**config.mk**
```make
export PLATFORM = sky130hd
export DESIGN_NAME = pxu_unpacker
export DESIGN_NICKNAME = d
export VERILOG_FILES = /design/src/rtl/pxu_pkg.sv /design/src/rtl/pxu_rst_sync.sv /design/src/rtl/pxu_cfg_regs.sv /design/src/rtl/pxu_byte_mask.sv /design/src/rtl/pxu_chan_extract.sv /design/src/rtl/pxu_unpacker.sv
export SDC_FILE = /design/constraint.sdc
export NUM_CORES = 1
export LEC_CHECK = 0
export BUFFER_PORTS_ARGS = -buffer_cell sky130_fd_sc_hd__clkbuf_2
export CORE_ASPECT_RATIO = 1.5
export CORE_MARGIN = 2
export CORE_UTILIZATION = 54
export DETAILED_ROUTE_END_ITERATION = 16
export MAX_ROUTING_LAYER = met4
export PLACE_DENSITY = 0.73
export SLEW_MARGIN = 5
export SYNTH_ARGS = -nofsm -noshare
export SYNTH_HDL_FRONTEND = slang
export SYNTH_HIERARCHICAL = 1
export SYNTH_SLANG_ARGS = --single-unit
```
**constraint.sdc**
```tcl
create_clock -name clk -period 5.9 [get_ports clk]
set_input_delay 0.295 -clock clk [delete_from_list [all_inputs] [get_ports clk]]
set_output_delay 0.295 -clock clk [all_outputs]
set_load 0.005 [all_outputs]
```
**src/rtl/pxu_pkg.sv**
```systemverilog
package pxu_pkg;
  localparam int COMP_W = 8;
  localparam int LEN_W = 4;
  localparam int LSB_W = 5;
  localparam int NUM_CH = 3;

  // write-data field positions
  localparam int FMT_BPP_LO = 3;
  localparam int SEL_DFLT_LO = 16;
  localparam int SEL_LEN_LO = 8;
  localparam int SEL_LSB_LO = 0;

  // register addresses; channel n select sits at ADDR_SEL0 + n (red, green, blue)
  localparam int ADDR_FMT = 0;
  localparam int ADDR_SEL0 = 1;

  typedef struct packed {
    logic [COMP_W-1:0] dflt;
    logic [LEN_W-1:0] len;
    logic [LSB_W-1:0] lsb;
  } sel_t;
endpackage

```
**src/rtl/pxu_rst_sync.sv**
```systemverilog
module pxu_rst_sync (
  input  logic clk,
  input  logic rst_n,
  output logic rst_int_n
);
  logic [1:0] stage_q;

  always_ff @(posedge clk or negedge rst_n) begin
    if (!rst_n) stage_q <= 2'b00;
    else        stage_q <= {stage_q[0], 1'b1};
  end

  assign rst_int_n = stage_q[1];
endmodule

```
**src/rtl/pxu_cfg_regs.sv**
```systemverilog
module pxu_cfg_regs
  import pxu_pkg::*;
#(
  parameter int ADDR_W = 3,
  parameter int CFG_W = 32,
  parameter int BPP_W = 2
) (
  input  logic                          clk,
  input  logic                          rst_n,
  input  logic                          we,
  input  logic [ADDR_W-1:0]             addr,
  input  logic [CFG_W-1:0]              wdata,
  output logic [BPP_W-1:0]              bpp_m1,
  output sel_t [NUM_CH-1:0]             sel
);
  logic [BPP_W-1:0]  fmt_q, fmt_d;
  logic              fmt_en;
  sel_t [NUM_CH-1:0] sel_q, sel_d;
  logic [NUM_CH-1:0] sel_en;
  sel_t              wr_sel;

  always_comb begin
    fmt_en = we && (addr == ADDR_W'(ADDR_FMT));
    fmt_d  = wdata[FMT_BPP_LO +: BPP_W];
    wr_sel.dflt = wdata[SEL_DFLT_LO +: COMP_W];
    wr_sel.len  = wdata[SEL_LEN_LO +: LEN_W];
    wr_sel.lsb  = wdata[SEL_LSB_LO +: LSB_W];
  end

  always_ff @(posedge clk or negedge rst_n) begin
    if (!rst_n)      fmt_q <= '0;
    else if (fmt_en) fmt_q <= fmt_d;
  end

  for (genvar ch = 0; ch < NUM_CH; ch++) begin : g_sel
    always_comb begin
      sel_en[ch] = we && (addr == ADDR_W'(ADDR_SEL0 + ch));
      sel_d[ch]  = wr_sel;
    end

    always_ff @(posedge clk or negedge rst_n) begin
      if (!rst_n)          sel_q[ch] <= '0;
      else if (sel_en[ch]) sel_q[ch] <= sel_d[ch];
    end
  end

  assign bpp_m1 = fmt_q;
  assign sel    = sel_q;
endmodule

```
**src/rtl/pxu_byte_mask.sv**
```systemverilog
module pxu_byte_mask #(
  parameter int WORD_W = 32,
  parameter int BPP_W = 2
) (
  input  logic [WORD_W-1:0] word_i,
  input  logic [BPP_W-1:0]  bpp_m1,
  output logic [WORD_W-1:0] word_o
);
  localparam int NBYTES = WORD_W / 8;

  for (genvar b = 0; b < NBYTES; b++) begin : g_byte
    assign word_o[b*8 +: 8] = (b <= int'(bpp_m1)) ? word_i[b*8 +: 8] : 8'h00;
  end
endmodule

```
**src/rtl/pxu_chan_extract.sv**
```systemverilog
module pxu_chan_extract
  import pxu_pkg::*;
#(
  parameter int WORD_W = 32
) (
  input  logic [WORD_W-1:0] word_i,
  input  sel_t              sel_i,
  input  logic              force_dflt_i,
  output logic [COMP_W-1:0] comp_o
);
  localparam int FLD_W = (1 << LEN_W) - 1;
  localparam int WIDE_W = FLD_W + COMP_W;

  logic [WORD_W-1:0] shifted;
  logic [FLD_W-1:0]  len_mask;
  logic [FLD_W-1:0]  fld;
  logic [WIDE_W-1:0] wide;
  logic [WIDE_W-1:0] aligned;
  int                len_i;

  always_comb begin
    len_i   = int'(sel_i.len);
    shifted = word_i >> sel_i.lsb;
    for (int i = 0; i < FLD_W; i++) len_mask[i] = (i < len_i);
    fld  = shifted[FLD_W-1:0] & len_mask;
    wide = WIDE_W'(fld);
    if (len_i >= COMP_W) aligned = wide >> (len_i - COMP_W);
    else                 aligned = wide << (COMP_W - len_i);
    comp_o = (force_dflt_i || (sel_i.len == '0)) ? sel_i.dflt : aligned[COMP_W-1:0];
  end
endmodule

```
**src/rtl/pxu_unpacker.sv**
```systemverilog
module pxu_unpacker
  import pxu_pkg::*;
#(
  parameter int WORD_W = 32,
  parameter int ADDR_W = 3,
  parameter int CFG_W = 32
) (
  input  logic              clk,
  input  logic              rst_n,
  input  logic              cfg_we,
  input  logic [ADDR_W-1:0] cfg_addr,
  input  logic [CFG_W-1:0]  cfg_wdata,
  input  logic              pix_valid,
  input  logic [WORD_W-1:0] pix_word,
  input  logic              pix_blank,
  input  logic              pix_underrun,
  output logic              out_valid,
  output logic [7:0]        out_red,
  output logic [7:0]        out_green,
  output logic [7:0]        out_blue
);
  localparam int BPP_W = $clog2(WORD_W / 8);

  logic                          rst_int_n;
  logic [BPP_W-1:0]              bpp_m1;
  sel_t [NUM_CH-1:0]             sel_q;
  logic [WORD_W-1:0]             masked;
  logic                          force_dflt;
  logic [NUM_CH-1:0][COMP_W-1:0] comp_c, comp_d, comp_q;
  logic                          valid_d, valid_q;

  pxu_rst_sync u_rst (
    .clk       (clk),
    .rst_n     (rst_n),
    .rst_int_n (rst_int_n)
  );

  pxu_cfg_regs #(.ADDR_W(ADDR_W), .CFG_W(CFG_W), .BPP_W(BPP_W)) u_cfg (
    .clk    (clk),
    .rst_n  (rst_int_n),
    .we     (cfg_we),
    .addr   (cfg_addr),
    .wdata  (cfg_wdata),
    .bpp_m1 (bpp_m1),
    .sel    (sel_q)
  );

  pxu_byte_mask #(.WORD_W(WORD_W), .BPP_W(BPP_W)) u_mask (
    .word_i (pix_word),
    .bpp_m1 (bpp_m1),
    .word_o (masked)
  );

  assign force_dflt = pix_blank || pix_underrun;

  for (genvar ch = 0; ch < NUM_CH; ch++) begin : g_chan
    pxu_chan_extract #(.WORD_W(WORD_W)) u_ext (
      .word_i       (masked),
      .sel_i        (sel_q[ch]),
      .force_dflt_i (force_dflt),
      .comp_o       (comp_c[ch])
    );
  end

  always_comb begin
    valid_d = pix_valid;
    comp_d  = comp_c;
  end

  always_ff @(posedge clk or negedge rst_int_n) begin
    if (!rst_int_n) valid_q <= 1'b0;
    else            valid_q <= valid_d;
  end

  always_ff @(posedge clk or negedge rst_int_n) begin
    if (!rst_int_n)     comp_q <= '0;
    else if (pix_valid) comp_q <= comp_d;
  end

  assign out_valid = valid_q;
  assign out_red   = comp_q[0];
  assign out_green = comp_q[1];
  assign out_blue  = comp_q[2];
endmodule

```
Word level (Yosys, flattened, before mapping)
Cells that the tools add are included. W data, S select, Z words.

Register bits after elaboration: 80. Input bits: 73. Word-level logic and storage cells: 108.

$add $sub $neg: 6. Magnitude comparators: 51. Eq/ne operators: 3. Shifts and indexed selects: 9. Mux-type cells: 9. Bitwise operators: 3. Reduce and logical (&&, ||, !) cells: 12.

Operator list (count): $shl A15 B32 Y8 (3); $shr A15 B32 Y8 (3); $shr A32 B5 Y15 (3); $lt A4 B4 Y1 const A (21); $mux W8 (9); $lt A3 B4 Y1 const A (12); $and A15 B15 Y15 (3); $lt A1 B4 Y1 const A (6); $lt A2 B4 Y1 const A (6); $sub A4 B4 Y5 const A (3); $sub A4 B4 Y5 const B (3); $ge A4 B4 Y1 const B (3); $logic_not A4 Y1 (3); $eq A3 B2 Y1 const B (2); $le A2 B2 Y1 const A (2); $logic_and A1 B1 Y1 (4); $logic_or A1 B1 Y1 (4); $eq A3 B1 Y1 const B (1); $logic_not A3 Y1 (1); $le A1 B2 Y1 const A (1).

Logic depth before layout (Yosys ltp)
Depth after elaboration: 7. Depth in mapped cells: 14. Depth with buffers taken out: 10.

Cells and area by module
The synthesis kept the hierarchy.

By module, submodules not included: pxu_chan_extract (times used 3, cells each 393, area each 3011.6 µm², sequential area each 0.0 µm²); pxu_cfg_regs (times used 1, cells each 115, area each 2123.3 µm², sequential area each 1326.3 µm²); pxu_unpacker (times used 1, cells each 53, area each 1028.5 µm², sequential area each 625.6 µm²); pxu_byte_mask (times used 1, cells each 35, area each 262.8 µm², sequential area each 0.0 µm²); pxu_rst_sync (times used 1, cells each 3, area each 53.8 µm², sequential area each 50.0 µm²).

Worst setup path before layout
No wires, ideal clock.

Path type: reg-to-reg. Start: reg u_cfg.fmt_q[0] (netlist: u_cfg/bpp_m1[0]). End: reg comp_q (netlist bit out_blue[0]). Setup time: 0.125 ns. Data arrival time: 3.303 ns. Data required time: 5.775 ns. Slack: 2.472 ns. Cell stages (with the launch flop): 12. Buffers on the path: 1. Period minus slack after synthesis: 3.428 ns. Cells stage by stage: dfrtp_1 buf_4 o21a_1 mux4_2 mux2_2 a221oi_2 and3_1 mux2i_1 mux2_2 a221o_1 o22a_1 mux2_4.

RTL lines: start: declaration (RTL line pxu_cfg_regs.sv:16) `logic [BPP_W-1:0] fmt_q, fmt_d;`; start signal: assignment (RTL line pxu_cfg_regs.sv:32) `else if (fmt_en) fmt_q <= fmt_d;`; end signal: assignment (RTL line pxu_unpacker.sv:77) `else if (pix_valid) comp_q <= comp_d;`; end: declaration (RTL line pxu_unpacker.sv:29) `logic [NUM_CH-1:0][COMP_W-1:0] comp_c, comp_d, comp_q;`.

==> run_results.csv <==
group,metric,value,unit
critical_path,reg2reg_from,"u_cfg/sel[17]",
routing,wl_per_cell,27.7,um
grt,grt_pass1_vias,12025,
routing,ant_nets,0,
power,power,4.61,mW
synthesis,synth_area_per_cell,9.03,sq um
hold_path,hp-start,"cfg_wdata[2]",
sta,setup_viol,0,
cts,htreeDepth,3,
layout,area_delta_synth_final,3.52,%
sta,slew_violations,0,
routing,wl,45800,um
critical_path,path_max_fanout,44,
synthesis,yosys.area.top_type,"dfrtp_1",
run_status,outcome,"finished clean",
grt,grt.overflow.total,0,
floorplan,die-height,190,um
power,power_density,356,nW/um^2
cts,clkTransAtPathRegs,0.06,ns
placed_design,port_buffers,82,
routing,vias_per_cell,7.63,
routing,via_count,12601,
cts,cts_setup_buffers,0,
hold_path,min_path_type,"in2reg",
floorplan,die_area,24400,sq um
placed_design,gp_congestion,1.00,
routing,drt_pass1_iterations,6,
sta,fin_crit,4.42,ns
grt,grt_use_met3,5.11,%
layout,fin_util,56.6,%
synthesis,ys.flop_type,"dfrtp_1",
cts,clk_path_buf_depth,2,
floorplan,dieWidth,128,um
hold_path,hold_depth,2,
sta,fin_worst_skew,0.00546,ns
routing,drc_errors,0,
cts,ctsHoldBuffers,1,
layout,drive_gt1_share,25.5,%
grt,grt_max_degree,79,
power,vdd_ir_drop_max,0.190,mV
critical_path,required,6.14,ns
cts,cts_tree,"yes",
critical_path,r2r_slack,1.48,ns
grt,track_usage,38.6,%
power,power.switching,2.29,mW
critical_path,worstSetupPathType,"reg2reg",
synthesis,ys_ff_latch,80,
power,internal_power,2.33,mW
synthesis,syn_inst,1385,
floorplan,io_pins,98,
power,p_comb_share,63.4,%
synthesis,syn-num-nets,1464,
power,seqPwrFrac,23.0,%
layout,final_cell_mix,"nand2_1, mux2i_1, nor2_1",
run,drv_cap,0,
sta,max_slew_margin,20.8,%
layout,finalNetCount,1445,
placed_design,dp_hpwl,31500,um
cts,root_buffer,"clkbuf_16",
grt,grt_use_met2,61.3,%
sta,finalSetupTns,0,ns
sta,tightest_slew,1.19,ns
sta,hold_viol,0,
grt,antenna_found_initial,0,
power,p_clk_share,13.7,%
grt,grt-busiest-layer,"met2",
power,cellLeakagePower,5.15,nW
grt,grt_pass1_wl,70900,um
sta,rsz0062_at_grt,"false",
floorplan,coreArea,22900,sq um
synthesis,netlist_area,12500,sq um
synthesis,yosysTopAreaCellShare,16.0,%
layout,nFillCells,2077,
synthesis,synthArstFlopShare,100,%
cts,cts.repair.resized,0,
synthesis,synth_edf_count,0,
critical_path,cp-start-kind,"register",
routing,drt-initial-drc-count,1785,
critical_path,end_kind,"register",
synthesis,ys_seq_area_share,16.0,%
layout,layout_commonest_cell,"nand2_1",
synthesis,yosys_warnings,6,
sta,fin_crit_sh,74.9,%
synthesis,netlist_top_cells_area,"dfrtp_1, mux4_2, mux2i_1",
critical_path,r2r_end,"out_green[0]",
hold_path,hold_end,"u_cfg/sel[36]",
cts,insertion_delay,0.35,ns
critical_path,reg2regPathDepth,9,
grt,grt_util_met1,45.5,%
floorplan,rows,68,
layout,diodes,0,
floorplan,start_util,54.6,%
sta,fmax,226,MHz
cts,numCtsBuffers,9,
synthesis,synthDistinctLibCells,79,
cts,clock-sinks,80,
critical_path,critical_path_arrival,4.65,ns
sta,holdWs,0.269,ns
power,power.share.switching,49.6,%
worst max path at each step:
stage                          startpoint      endpoint  slack, ns  cells past startpoint
final                       u_cfg/sel[17]  out_green[0]       1.48                      9
after global routing        u_cfg/sel[17]  out_green[0]       1.20                      9
after CTS                   u_cfg/sel[17]  out_green[0]       1.56                      9
after detailed placement    u_cfg/sel[17]  out_green[0]       1.60                      9
after global placement      u_cfg/sel[17]  out_green[0]       1.62                      9
after floorplan           u_cfg/bpp_m1[0]   out_blue[0]       2.47                     11
flip-flops by register name, indices dropped and copies added (netlist names):
register,count
u_rst/stage_q,2
out_red,8
out_green,8
u_cfg/sel,51
out_blue,8
out_valid,1
u_cfg/bpp_m1,2
worst max-delay path, stage by stage (launching register included):
cell	delay [ns]
dfrtp_2	1.00
clkinv_1	0.80
mux2i_1	0.48
nor4_1	0.10
a2111oi_2	0.61
mux2i_1	0.19
mux2_2	0.32
a221o_1	0.36
o22a_1	0.16
mux2_4	0.25
cells in the mapped netlist (15+ instances only):
cell type	n
nand2_1	132
mux2i_1	105
nor2_1	102
dfrtp_1	80
mux4_2	75
mux2_2	71
clkbuf_1	54
nand3_1	54
a21oi_1	45
mux2_4	43
nor3_1	39
buf_2	37
inv_1	33
nand2b_1	33
o21ai_0	33
and3_1	28
nor2b_1	21
a32oi_1	18
a211oi_1	15
buf_4	15
o211ai_1	15
o221ai_1	15
o22ai_1	15
o31ai_1	15
o32ai_1	15
layout make-up:
type | count | area (sq um) | share of cell area (%)
flip-flops and latches | 80 | 2020 | 15.6
multi-input cells | 1133 | 9530 | 73.6
inverters | 39 | 146 | 1.13
clock inverters | 6 | 90.1 | 0.696
well taps | 280 | 350 | 2.71
repair buffers | 103 | 571 | 4.41
clock buffers | 10 | 239 | 1.85
logic make-up (layout without fill, tap and decap cells):
group | Yosys count | after routing | share of synthesized area [%]
AO/OA/AOI/OAI | 326 | 326 | 20.3
adder cells (fa/ha/maj) | 6 | 6 | 0.600
buffers and inverters | 172 | 158 | 7.77
flip-flops | 80 | 80 | 16.0
multiplexers | 305 | 305 | 35.5
other | 1 | 1 | 0.0300
AND/OR/NAND/NOR | 495 | 495 | 19.8
power groups by stage:
stage / Combinational (mW) / Sequential, mW / Clock, mW
after floorplan: 2.39 / 0.784 / 0
after global placement: 2.81 / 1.05 / 0
after detailed placement: 2.82 / 1.06 / 0
after CTS: 2.84 / 1.05 / 0.640
after global routing: 3.10 / 1.10 / 0.660
final: 2.92 / 1.06 / 0.631
stage by stage:
stage,instances,cell area (sq um),setup WS (ns)
after detailed placement,1634,12600,1.60
after floorplan,1385,12500,2.47
final,1651,12900,1.48
after global placement,1634,12600,1.62
after CTS,1651,12900,1.56
after global routing,1651,12900,1.20
routing by layer:
layer | vias up | share of wire [%]
li1 | 5370 | -
met1 | 6086 | 36
met2 | 904 | 48
met3 | 241 | 8.3
met4 | 0 | 7.8
met5 | - | 0
(Power assumes the default switching activity.)
